### config.mk
export PLATFORM = sky130hd
export DESIGN_NAME = frame_adj_counter
export DESIGN_NICKNAME = d
export VERILOG_FILES = /design/src/rtl/fac_pkg.sv /design/src/rtl/fac_edge_pulse.sv /design/src/rtl/fac_window_ctrl.sv /design/src/rtl/fac_regs.sv /design/src/rtl/frame_adj_counter.sv
export SDC_FILE = /design/constraint.sdc
export NUM_CORES = 1
export LEC_CHECK = 0
export ABC_AREA = 1
export BUFFER_PORTS_ARGS = -buffer_cell sky130_fd_sc_hd__clkbuf_2
export CORE_ASPECT_RATIO = 0.5
export CORE_MARGIN = 2
export CORE_UTILIZATION = 54
export DETAILED_ROUTE_END_ITERATION = 12
export PLACE_DENSITY = 0.75
export SYNTH_ARGS = -nofsm -noshare
export SYNTH_HDL_FRONTEND = slang
export SYNTH_SLANG_ARGS = --single-unit
### constraint.sdc
create_clock -name clk -period 2.3 [get_ports clk]
set_input_delay 0.575 -clock clk [delete_from_list [all_inputs] [get_ports clk]]
set_output_delay 0.575 -clock clk [all_outputs]
set_load 0.02 [all_outputs]
### src/rtl/fac_pkg.sv
package fac_pkg;
  localparam int ADDR_W = 2;

  localparam logic [ADDR_W-1:0] A_CTRL   = 2'd0;
  localparam logic [ADDR_W-1:0] A_STATUS = 2'd1;
  localparam logic [ADDR_W-1:0] A_REF    = 2'd2;
  localparam logic [ADDR_W-1:0] A_FSC    = 2'd3;

  // bit 2 interrupt enable, bit 1 run, bit 0 repeat mode
  typedef struct packed {
    logic irq_en;
    logic run;
    logic repeat_mode;
  } fac_ctrl_t;

  typedef enum logic {
    ST_COUNT = 1'b0,
    ST_HOLD  = 1'b1
  } fac_state_e;
endpackage

### src/rtl/fac_edge_pulse.sv
module fac_edge_pulse (
  input  logic clk,
  input  logic rst_n,
  input  logic level_i,
  output logic pulse_o
);
  logic prev_q;

  always_ff @(posedge clk or negedge rst_n) begin
    if (!rst_n) prev_q <= 1'b0;
    else        prev_q <= level_i;
  end

  assign pulse_o = level_i & ~prev_q;
endmodule

### src/rtl/fac_window_ctrl.sv
module fac_window_ctrl
  import fac_pkg::*;
#(
  parameter int CNT_W = 16
) (
  input  logic             clk,
  input  logic             rst_n,
  input  logic             run_i,
  input  logic             repeat_i,
  input  logic [CNT_W-1:0] ref_i,
  input  logic             start_pulse_i,
  input  logic             sync_pulse_i,
  input  logic             fsc_rd_i,
  output logic             capture_o,
  output logic [CNT_W-1:0] fsc_o
);
  localparam logic [CNT_W-1:0] CNT_MAX = {CNT_W{1'b1}};

  fac_state_e       st_q, st_n;
  logic [CNT_W-1:0] start_q, start_n;
  logic [CNT_W-1:0] sync_q, sync_n;
  logic [CNT_W-1:0] fsc_q, fsc_n;
  logic [CNT_W-1:0] start_inc, sync_inc;
  logic             cap;

  assign start_inc = (start_q == CNT_MAX) ? start_q : start_q + 1'b1;
  assign sync_inc  = (sync_q  == CNT_MAX) ? sync_q  : sync_q  + 1'b1;

  always_comb begin
    st_n    = st_q;
    start_n = start_q;
    sync_n  = sync_q;
    fsc_n   = fsc_q;
    cap     = 1'b0;
    if (!run_i) begin
      st_n    = ST_COUNT;
      start_n = '0;
      sync_n  = '0;
      fsc_n   = '0;
    end else if (st_q == ST_HOLD) begin
      if (fsc_rd_i) st_n = ST_COUNT;
    end else begin
      if (sync_pulse_i) sync_n = sync_inc;
      if (start_pulse_i) begin
        if (start_inc == ref_i) begin
          cap     = 1'b1;
          fsc_n   = sync_q;
          start_n = '0;
          sync_n  = sync_pulse_i ? {{(CNT_W-1){1'b0}}, 1'b1} : '0;
          if (!repeat_i) st_n = ST_HOLD;
        end else begin
          start_n = start_inc;
        end
      end
    end
  end

  always_ff @(posedge clk or negedge rst_n) begin
    if (!rst_n) begin
      st_q    <= ST_COUNT;
      start_q <= '0;
      sync_q  <= '0;
      fsc_q   <= '0;
    end else begin
      st_q    <= st_n;
      start_q <= start_n;
      sync_q  <= sync_n;
      fsc_q   <= fsc_n;
    end
  end

  assign capture_o = cap;
  assign fsc_o     = fsc_q;


  clear_on_stop_chk: assert property (@(posedge clk) disable iff (!rst_n)
    !run_i |=> (start_q == '0) && (sync_q == '0) && (fsc_q == '0) && (st_q == ST_COUNT));


  halt_hold_chk: assert property (@(posedge clk) disable iff (!rst_n)
    (run_i && st_q == ST_HOLD && !fsc_rd_i) |=> (st_q == ST_HOLD) && $stable(fsc_q) && $stable(sync_q));


  repeat_keeps_counting_chk: assert property (@(posedge clk) disable iff (!rst_n)
    (cap && repeat_i) |=> (st_q == ST_COUNT));


  sync_sat_chk: assert property (@(posedge clk) disable iff (!rst_n)
    (run_i && !cap && sync_q == CNT_MAX) |=> (sync_q == CNT_MAX));
endmodule

### src/rtl/fac_regs.sv
module fac_regs
  import fac_pkg::*;
#(
  parameter int DATA_W = 16
) (
  input  logic              clk,
  input  logic              rst_n,
  input  logic              wr_en,
  input  logic              rd_en,
  input  logic [ADDR_W-1:0] addr,
  input  logic [DATA_W-1:0] wdata,
  output logic [DATA_W-1:0] rdata,
  input  logic [DATA_W-1:0] fsc_i,
  input  logic              capture_i,
  output fac_ctrl_t         ctrl_o,
  output logic [DATA_W-1:0] ref_o,
  output logic              fsc_rd_o,
  output logic              irq_o
);
  localparam int CTRL_W = $bits(fac_ctrl_t);

  fac_ctrl_t         ctrl_q, ctrl_n;
  logic [DATA_W-1:0] ref_q, ref_n;
  logic              full_q, full_n;
  logic              fsc_rd;

  assign fsc_rd = rd_en && (addr == A_FSC);

  always_comb begin
    ctrl_n = ctrl_q;
    ref_n  = ref_q;
    if (wr_en) begin
      if (addr == A_CTRL) ctrl_n = fac_ctrl_t'(wdata[CTRL_W-1:0]);
      if (addr == A_REF)  ref_n  = wdata;
    end
  end

  always_comb begin
    full_n = full_q;
    if (!ctrl_q.run)  full_n = 1'b0;
    else if (capture_i) full_n = 1'b1;
    else if (fsc_rd)    full_n = 1'b0;
  end

  always_ff @(posedge clk or negedge rst_n) begin
    if (!rst_n) begin
      ctrl_q <= '0;
      ref_q  <= '0;
      full_q <= 1'b0;
    end else begin
      ctrl_q <= ctrl_n;
      ref_q  <= ref_n;
      full_q <= full_n;
    end
  end

  always_comb begin
    rdata = '0;
    case (addr)
      A_CTRL:   rdata[CTRL_W-1:0] = ctrl_q;
      A_STATUS: rdata[0]          = full_q;
      A_REF:    rdata             = ref_q;
      default:  rdata             = fsc_i;
    endcase
  end

  assign ctrl_o   = ctrl_q;
  assign ref_o    = ref_q;
  assign fsc_rd_o = fsc_rd;
  assign irq_o    = full_q & ctrl_q.irq_en & ctrl_q.run;


  full_set_chk: assert property (@(posedge clk) disable iff (!rst_n)
    capture_i |=> full_q);


  full_clear_on_read_chk: assert property (@(posedge clk) disable iff (!rst_n)
    (fsc_rd && !capture_i) |=> !full_q);


  irq_gate_chk: assert property (@(posedge clk) disable iff (!rst_n)
    !ctrl_q.irq_en |-> !irq_o);
endmodule

### src/rtl/frame_adj_counter.sv
module frame_adj_counter
  import fac_pkg::*;
#(
  parameter int DATA_W = 16
) (
  input  logic              clk,
  input  logic              rst_n,
  input  logic              wr_en,
  input  logic              rd_en,
  input  logic [1:0]        addr,
  input  logic [15:0]       wdata,
  output logic [15:0]       rdata,
  input  logic              frame_start_in,
  input  logic              frame_sync_in,
  output logic              irq
);
  localparam int N_STROBE = 2;
  localparam int IDX_START = 0;
  localparam int IDX_SYNC  = 1;

  logic [N_STROBE-1:0] levels;
  logic [N_STROBE-1:0] pulses;
  fac_ctrl_t           ctrl;
  logic [DATA_W-1:0]   ref_cnt;
  logic [DATA_W-1:0]   fsc;
  logic                capture;
  logic                fsc_rd;

  assign levels[IDX_START] = frame_start_in;
  assign levels[IDX_SYNC]  = frame_sync_in;

  for (genvar g = 0; g < N_STROBE; g++) begin : g_edge
    fac_edge_pulse u_edge (
      .clk     (clk),
      .rst_n   (rst_n),
      .level_i (levels[g]),
      .pulse_o (pulses[g])
    );
  end

  fac_window_ctrl #(.CNT_W(DATA_W)) u_win (
    .clk           (clk),
    .rst_n         (rst_n),
    .run_i         (ctrl.run),
    .repeat_i      (ctrl.repeat_mode),
    .ref_i         (ref_cnt),
    .start_pulse_i (pulses[IDX_START]),
    .sync_pulse_i  (pulses[IDX_SYNC]),
    .fsc_rd_i      (fsc_rd),
    .capture_o     (capture),
    .fsc_o         (fsc)
  );

  fac_regs #(.DATA_W(DATA_W)) u_regs (
    .clk       (clk),
    .rst_n     (rst_n),
    .wr_en     (wr_en),
    .rd_en     (rd_en),
    .addr      (addr),
    .wdata     (wdata),
    .rdata     (rdata),
    .fsc_i     (fsc),
    .capture_i (capture),
    .ctrl_o    (ctrl),
    .ref_o     (ref_cnt),
    .fsc_rd_o  (fsc_rd),
    .irq_o     (irq)
  );


  capture_needs_start_chk: assert property (@(posedge clk) disable iff (!rst_n)
    capture |-> (frame_start_in && !$past(frame_start_in)));
endmodule

### Yosys cells after proc, flatten, opt, wreduce, memory -nomap -nowiden

Cells that the tools add are included.

* bits in registers: 71
* bits in latches: 0
* bits in writable memories: 0
* bits in read-only memories: 0
* output and inout port bits: 17
* logic and storage cells: 68
* memories: 0

* add/sub/neg operators: 2
* $mul: 0
* div/mod/pow operators: 0
* $lt $le $gt $ge: 0
* equal/unequal tests: 10
* shift-type cells: 0
* multiplexer cells: 32
* bitwise gates (word level): 6
* reductions and logical operators: 7

Operators with widths (number)
* two-way mux 16 bit: 15
* adder 16 x 1 -> 16 bit (second input constant): 2
* equality test 16 bit (second input constant): 2
* case mux 13 bit (2 select lines): 1
* equality test 16 bit: 1
* two-way mux 1 bit: 14
* inequality test 2 bit (second input constant): 3
* case mux 2 bit (3 select lines): 1
* AND reduction 2 bit: 3
* AND 1 bit: 4
* equality test 2 bit (second input constant): 2
* inequality test 3 bit (second input constant): 1
* case mux 1 bit (3 select lines): 1
* AND reduction 3 bit: 1
* equality test 2 x 1 -> 1 bit (second input constant): 1
* zero test 2 bit: 1
* NOT 1 bit: 2
* OR reduction 2 bit: 1
* logical AND 1 bit: 1

### Longest topological paths before layout

Gate-level depths: netlist of the first run.

* depth in word-level cells: 9
* gate-level depth with buffers: 18
* mapped depth without buffers: 17

### By module

A second synthesis of the first run with hierarchy kept.

* cells, all modules: 616
* area, all modules: 4257.8 sq um

Modules (own cells, without submodules)
* fac_window_ctrl: times used 1, cells each 454, area each 3115.5 sq um, sequential area each 1226.2 sq um
* fac_regs: times used 1, cells each 156, area each 1072.3 sq um, sequential area each 500.5 sq um
* fac_edge_pulse: times used 2, cells each 3, area each 35.0 sq um, sequential area each 25.0 sq um

### Worst setup path before layout of the first run

Ideal clock, no wire load.

* kind: register -> register
* start point: register u_win.start_q[1]
* end point: register u_win.fsc_q[10] (netlist: u_win.fsc_o[10])
* library setup time: 0.118 ns
* data arrival time: 2.160 ns
* required time: 2.182 ns
* path slack: 0.023 ns
* stages on the path, launching flop included: 17
* buffers on the path: 2
* cells stage by stage: dfrtp_1 ha_1 inv_1 nor2_2 nand2_2 nor2_4 inv_2 buf_6 nand3_1 nand2_1 a21oi_2 nand3_1 nor2_2 nand4_2 buf_6 nand3_1 nand2_1

* cells in the longest elaborated chain, start to end: 5
* elaborated cells on any way between the ends: 6
* classes of those cells: add/sub (1); eq/ne (3); mux (1); reduce/logical (1)

RTL lines
* start: declaration: RTL line fac_window_ctrl.sv:20 `logic [CNT_W-1:0] start_q, start_n;`
* start signal: assignment: RTL line fac_window_ctrl.sv:66 `start_q <= start_n;`
* adder 16 x 1 -> 16 bit / equality test 16 bit (equally long branches): RTL line fac_window_ctrl.sv:26 `assign start_inc = (start_q == CNT_MAX) ? start_q : start_q + 1'b1;`
* two-way mux 16 bit (*): RTL line fac_window_ctrl.sv:26
* equality test 16 bit (*): RTL line fac_window_ctrl.sv:45 `if (start_inc == ref_i) begin`
* inequality test 2 bit (no line) (*)
* AND reduction 3 bit (no line) (*)
* end signal: assignment: RTL line fac_window_ctrl.sv:68 `fsc_q <= fsc_n;`
* end: declaration: RTL line fac_window_ctrl.sv:22 `logic [CNT_W-1:0] fsc_q, fsc_n;`

Mark *: on every way between the ends. The rest lies on a longest branch, timed or not.
A chain may end at the register's enable or synchronous reset.

### Final worst setup path of the first run

* start point: register u_win.start_q[0]
* end point: register u_win.fsc_q[8] (netlist: u_win.fsc_o[8])

The elaborated chain is that of the path after synthesis.

==> results of run 1 <==
final cells by class:
cell class | count | area [um2]
fillers | 542 | 1770
well taps | 96 | 120
clock buffers | 12 | 246
flip-flops and latches | 71 | 1780
repair inverters | 3 | 23.8
multi-input cells | 440 | 2400
clock inverters | 4 | 45.0
inverters | 52 | 206
repair buffers | 113 | 840
routing by layer:
| metal | GRT usage | wire length (um) |
|---|---|---|
| met1 | 0.387 | 5450 |
| met2 | 0.458 | 6050 |
| met3 | 0.0752 | 916 |
| met4 | 0.0829 | 277 |
| met5 | 0 | 0 |
power by group through the flow:
| stage | combinational (mW) | sequential [mW] | clock, mW |
|---|---|---|---|
| floorplan | 0.294 | 1.37 | 0 |
| global placement | 0.454 | 1.38 | 0 |
| detailed placement | 0.458 | 1.38 | 0 |
| CTS | 0.477 | 1.36 | 1.39 |
| global route | 0.588 | 1.37 | 1.45 |
| finish | 0.536 | 1.37 | 1.39 |
worst max-delay path, stage by stage, from the launching register on:
cell and delay [ns]:
dfrtp_1 0.40, ha_4 0.19, inv_2 0.05, nor2_4 0.12, nand2_4 0.09, nor2_4 0.17, buf_4 0.19, inv_4 0.06
nand2_1 0.11, nand2_1 0.09, nand2_1 0.12, nand3_2 0.11, nor2_4 0.17, buf_6 0.12, nand4_4 0.12, buf_6 0.17
nand3_1 0.07, nand2_1 0.06
state kept, by name, summed over array words and instances, names as in the netlist:
signal                flops
u_regs.ref_o             16
u_win.fsc_o              16
u_win.start_q            16
u_win.sync_q             16
u_regs.ctrl_o             3
g_edge.u_edge.prev_q      2
u_regs.full_q             1
u_win.st_q                1
metrics by stage:
stage	setup WS, ns	utilization	area (um2)	hold slack (ns)	total power [mW]
final	-0.253	0.762	5660	0.194	3.30
after global routing	-0.394	0.762	5660	0.240	3.41
after CTS	-0.0589	0.717	5330	0.209	3.23
after detailed placement	-0.191	0.648	4820	0.496	1.84
after global placement	-0.101	0.648	4820	0.495	1.84
after floorplan	0.0227	-	4190	0.279	1.67
Yosys cell counts (all sizes together):
| cell type | number | share of area |
|---|---|---|
| nor2 | 63 | 0.063 |
| xnor2 | 5 | 0.010 |
| xor2 | 18 | 0.038 |
| nand4 | 12 | 0.019 |
| o2111ai | 1 | 0.0021 |
| nand3b | 1 | 0.0018 |
| ha | 2 | 0.0060 |
| o211ai | 2 | 0.0036 |
| a21oi | 15 | 0.020 |
| dfrtp | 71 | 0.42 |
| nand2 | 177 | 0.16 |
| nor3 | 2 | 0.0024 |
| o22ai | 7 | 0.010 |
| o21bai | 3 | 0.0054 |
| or2 | 1 | 0.0015 |
| inv | 51 | 0.046 |
| buf | 10 | 0.018 |
| clkbuf | 9 | 0.0081 |
| clkinv | 1 | 0.00089 |
| o21ai | 50 | 0.060 |
| nand3 | 81 | 0.098 |
logic make-up after synthesis:
family          synth area share
buf+inv                   0.0723
xor+xnor                  0.0481
simple gates               0.349
flops                      0.424
compound gates             0.101
fa+ha+maj                0.00597
placed cells by master, fill, tap and decap left out, drive strengths merged, types with 7 or more instances in the layout:
master	n
a21oi	15
buf	73
clkbuf	52
dfrtp	71
inv	54
nand2	177
nand3	81
nand4	12
nor2	63
o21ai	50
o22ai	7
xor2	18
repair_timing:
action,4_1_cts,5_1_grt
pin swaps,16,28
hold buffers,0,0
endpoints found under the setup margin,50,53
gates resized for setup,33,76
gates cloned,1,5
buffers inserted,9,9
final timing paths:
check,startpoint,to,slack [ns]
setup reg to reg,u_win.start_q[0]$_DFFE_PN0P_,u_win.fsc_o[8]$_DFFE_PN0P_,-0.25
hold reg to reg,u_win.fsc_o[14]$_DFFE_PN0P_,u_win.fsc_o[14]$_DFFE_PN0P_,0.51
max in group asynchronous,rst_n,u_win.start_q[2]$_DFFE_PN0P_,1.45
min in group clk,frame_sync_in,g_edge[1].u_edge.prev_q$_DFF_PN0_,0.35
setup / recovery,u_win.start_q[0]$_DFFE_PN0P_,u_win.fsc_o[8]$_DFFE_PN0P_,-0.25
hold / removal,rst_n,u_win.sync_q[6]$_DFFE_PN0P_,0.19
==> metrics.cfg, run 1 <==
[finish]
area_growth_pct=35.1
instances_no_fill=791
drive_above_1_share=0.289
antenna_cells=0
final_nets=716

[power]
p_switching_mw=0.951
internal_power_mw=2.35
pwr-share-seq=0.415
power_density_mw_per_mm2=583
vdd_drop_max_uv=420
power_leakage_nw=2.72
combPwrFrac=0.163
netSwitchingFraction=0.288
clkPwrFrac=0.422

[timing]
maxSlewViolCount=0
tightest_slew_ns=1.10
clock_skew_ns=0.00436
grt_setup_unrepaired=yes
slew_headroom=0.267
hold_violations=0
setup_slack_ns=-0.253
finalSetupViolCount=50
fmax_mhz=392
post-route-min-period_ns=2.55
fin_crit_sh=1.11
tns_ns=-10.03

[global_route]
grt_start_max_net_pins=52
grt_first_pass_wirelength_um=18700
grt_pass1_vias=3931
grt_usage=0.286
grt_antenna_before_repair=0
grt_overflow=0

[die]
coreArea_mm2=0.00743
start_util=0.564
num_rows=22
die-height_um=66.3
dieArea_mm2=0.00852
io_pins=41
fp.dieW_um=129

[worst_setup_path]
critical_path_class=flip-flop to flip-flop
crit_fanout=5
cp.arrival_ns=2.78
worst_r2r_path_depth=17
critPathRequiredTime_ns=2.53
worstSetupStartpointType=flip-flop
endpoint_kind=flip-flop

[placement]
dp_cells=751
place.gp.congestion=0.950
hpwlAfterDp_um=7920
port_buffers=40

[drt]
drc=0
wirelength_um=12700
ant_nets=0
avgViaCountPerCell=5.63
drtIter0Drc=394
drt_pass1_iterations=5
wl_per_cell_um=16.1
num_vias=4455

[outcome]
violations=negative setup slack
status=finished with violations

[clocking]
cts_tree=built
cts_root_buffer=clkbuf_16
cts_buffer_depth=2
htreeDepth=3
insertion_delay_ns=0.35
clk_pin_slew_ns=0.06
tritoncts_num_sinks=71
cts_buffers=9

[synth]
synth_area_per_cell_um2=7.20
ys_types=32
synth_area_mm2=0.00419
ys_seq_area_frac=0.424
synth_fp_nets=608
yosysWarnings=0
synth_cells=582
ys_ff_latch=71

[run]
maxCapViolCount=0

[worst_hold_path]
hp-class=input port to async pin

Power figures use the tool's default switching activity.
==> inputs of run 2 (changes only) <==
- CAP_MARGIN: unset -> 15
- CORE_MARGIN: 2 -> unset
==> metrics.cfg, run 2 (synthesis results as in run 1) <==
[finish]
instances_no_fill=802  ; was 791
drive_above_1_share=0.358  ; was 0.289
stdcell_area_mm2=0.00602  ; was 0.00566 mm2
antenna_cells=0  ; unchanged
final_nets=727  ; was 716
layout_common_cells=nand2_1 (146), dfrtp_1 (69), buf_4 (64)  ; was nand2_1 (159), dfrtp_1 (68), nand3_1 (63)
final_common_cell=nand2_1  ; unchanged
area_growth_pct=43.7  ; was 35.1%

[clocking]
cts_hold_buf=0  ; unchanged
cts_tree=built  ; unchanged
htreeDepth=3  ; unchanged
cts_buffers=9  ; unchanged
clk_pin_slew_ns=0.06  ; about the same
cts_buffer_depth=2  ; unchanged
tritoncts_num_sinks=71  ; unchanged
cts_root_buffer=clkbuf_16  ; unchanged
insertion_delay_ns=0.35  ; about the same

[worst_setup_path]
worstSetupStartpointType=flip-flop  ; unchanged
crit_slowest_cell=dfrtp_1  ; unchanged
cp_num_cells=16  ; was 17
critPathRequiredTime_ns=2.55  ; was 2.53 ns
cp_slowest_stage_delay_ns=0.42  ; was 0.40 ns
r2r_start=u_win.start_q[0]$_DFFE_PN0P_  ; unchanged
path_cells=ha_4, inv_2, nor2_4, nand2_4, nor2_4, buf_6, inv_4, nand3_1, nand2_1, nor2_1, nand2_1, nor2_4, buf_6, nand4_4, buf_6, o21ai_0  ; was ha_4, inv_2, nor2_4, nand2_4, nor2_4, buf_4, inv_4, nand2_1, nand2_1, nand2_1, nand3_2, nor2_4, buf_6, nand4_4, buf_6, nand3_1, nand2_1
rr_endpoint=u_win.st_q$_DFF_PN0_  ; was u_win.fsc_o[8]$_DFFE_PN0P_
crit_buf_inv=5  ; unchanged
worst_r2r_path_depth=16  ; was 17
endpoint_kind=flip-flop  ; unchanged
crit_fanout=5  ; unchanged
cp.arrival_ns=2.86  ; was 2.78 ns
rrSetupSlack_ns=-0.30  ; was -0.25 ns
endpoint=u_win.st_q$_DFF_PN0_  ; was u_win.fsc_o[8]$_DFFE_PN0P_
crit_path_start=u_win.start_q[0]$_DFFE_PN0P_  ; unchanged
critical_path_class=flip-flop to flip-flop  ; unchanged
crit_family=simple AND/OR/NAND/NOR gates  ; unchanged

[placement]
pre_cts_ws_ns=-0.180  ; was -0.191 ns
dpl_cell_area_mm2=0.00486  ; was 0.00482 mm2
dp_cells=755  ; was 751
hpwlAfterDp_um=7900  ; was 7920 um
place.gp.congestion=0.933  ; was 0.950
port_buffers=40  ; unchanged

[global_route]
grt_antenna_before_repair=0  ; unchanged
grt_start_max_net_pins=40  ; was 52
grt_usage=0.311  ; was 0.286
grt_overflow=0  ; unchanged
grt_pass1_vias=4010  ; was 3931
grt_first_pass_wirelength_um=19200  ; was 18700 um

[drt]
ant_nets=0  ; unchanged
drt_pass1_iterations=8  ; was 5
drtIter0Drc=500  ; was 394
wl_per_cell_um=18.0  ; was 16.1 um
drc=0  ; unchanged
num_vias=4778  ; was 4455
wirelength_um=14400  ; was 12700 um
avgViaCountPerCell=5.96  ; was 5.63

[timing]
finalSetupViolCount=50  ; unchanged
fmax_mhz=384  ; was 392 MHz
fin_crit_sh=1.13  ; was 1.11
hold_violations=0  ; unchanged
setup_slack_ns=-0.304  ; was -0.253 ns
post-route-min-period_ns=2.60  ; was 2.55 ns
clock_skew_ns=0.00622  ; was 0.00436 ns
finalHoldWorstSlack_ns=0.172  ; was 0.194 ns
maxSlewViolCount=0  ; unchanged
tightest_slew_ns=0.457  ; was 1.10 ns
grt_setup_unrepaired=yes  ; unchanged
slew_headroom=0.694  ; was 0.267

[die]
num_rows=22  ; unchanged
coreArea_mm2=0.00740  ; was 0.00743 mm2
dieArea_mm2=0.00814  ; was 0.00852 mm2
die-height_um=64.3  ; was 66.3 um
io_pins=41  ; unchanged
fp.dieW_um=127  ; was 129 um
start_util=0.566  ; was 0.564

[power]
power_density_mw_per_mm2=568  ; was 583 mW/mm2
vdd_drop_max_uv=453  ; was 420 uV
power_leakage_nw=2.84  ; was 2.72 nW

[outcome]
status=finished with violations  ; unchanged
violations=negative setup slack  ; unchanged

[worst_hold_path]
hp-class=input port to async pin  ; unchanged

[run]
maxCapViolCount=0  ; unchanged

==> run 2: changes by cell type in the layout (fill, tap and decap cells not counted), sizes merged <==
cell	previous run	this run
buf	73	85
inv	54	52
clkinvlp	1	2
==> run 2: area by class of cell <==
class / count / area (um2)
clock buffer: 12 / 256
clock inverter: 4 / 53.8
fill: 427 / 1380
inverter: 52 / 200
multi-input combinational: 440 / 2650
sequential: 71 / 1780
tap: 96 / 120
timing repair buffer: 125 / 955
timing repair inverter: 2 / 12.5
==> run 2: metal layers <==
| layer | GRT usage | vias up | routed length [um] |
|---|---|---|---|
| met1 | 0.412 | 2290 | 5670 |
| met4 | 0.107 | 0 | 671 |
| met3 | 0.0779 | 79 | 1270 |
| li1 | - | 2148 | - |
| met2 | 0.499 | 261 | 6810 |
| met5 | 0 | - | 0 |
==> run 2: worst register-to-register path: cells and delay by family, from the launching register on <==
family / cells / cell delay [ns]
AO/OA/AOI/OAI: 1 / 0.16
adder cells (fa/ha/maj): 1 / 0.17
buffers and inverters: 5 / 0.56
flip-flops: 1 / 0.42
AND/OR/NAND/NOR: 9 / 1.22
==> run 2: worst min path at each step <==
stage                                start                                 to  slack (ns)
6_report                             rst_n      u_win.start_q[14]$_DFFE_PN0P_        0.17
5_1_grt                              rst_n      u_win.start_q[14]$_DFFE_PN0P_        0.19
4_1_cts                              rst_n      u_win.start_q[14]$_DFFE_PN0P_        0.18
3_5_place_dp   u_win.fsc_o[12]$_DFFE_PN0P_        u_win.fsc_o[12]$_DFFE_PN0P_        0.50
3_3_place_gp    u_win.fsc_o[4]$_DFFE_PN0P_         u_win.fsc_o[4]$_DFFE_PN0P_        0.49
2_1_floorplan                        rst_n  g_edge[0].u_edge.prev_q$_DFF_PN0_        0.28
==> run 2: metrics by stage <==
stage | setup TNS (ns) | power [mW] | utilization
final | -13.11 | 3.42 | 0.813
after global routing | -17.82 | 3.55 | 0.813
after CTS | -0.408 | 3.32 | 0.737
after detailed placement | -5.89 | 1.85 | 0.656
after global placement | -2.66 | 1.84 | 0.656
after floorplan | 0 | 1.67 | -
==> run 2: timing repair <==
| item | 4_1_cts | 5_1_grt |
|---|---|---|
| gates resized for setup | 43 | 109 |
| setup buffers | 13 | 13 |
| endpoints found under the setup margin | 50 | 50 |
| pin swaps | 14 | 40 |
| cloned | 1 | 4 |
==> run 2: where the power goes <==
part / leakage, nW / switching, mW / internal, mW
sequential: 0.931 / 0.0652 / 1.32
clock: 0.145 / 0.547 / 0.900
combinational: 1.77 / 0.393 / 0.202
total: 2.84 / 1.01 / 2.42
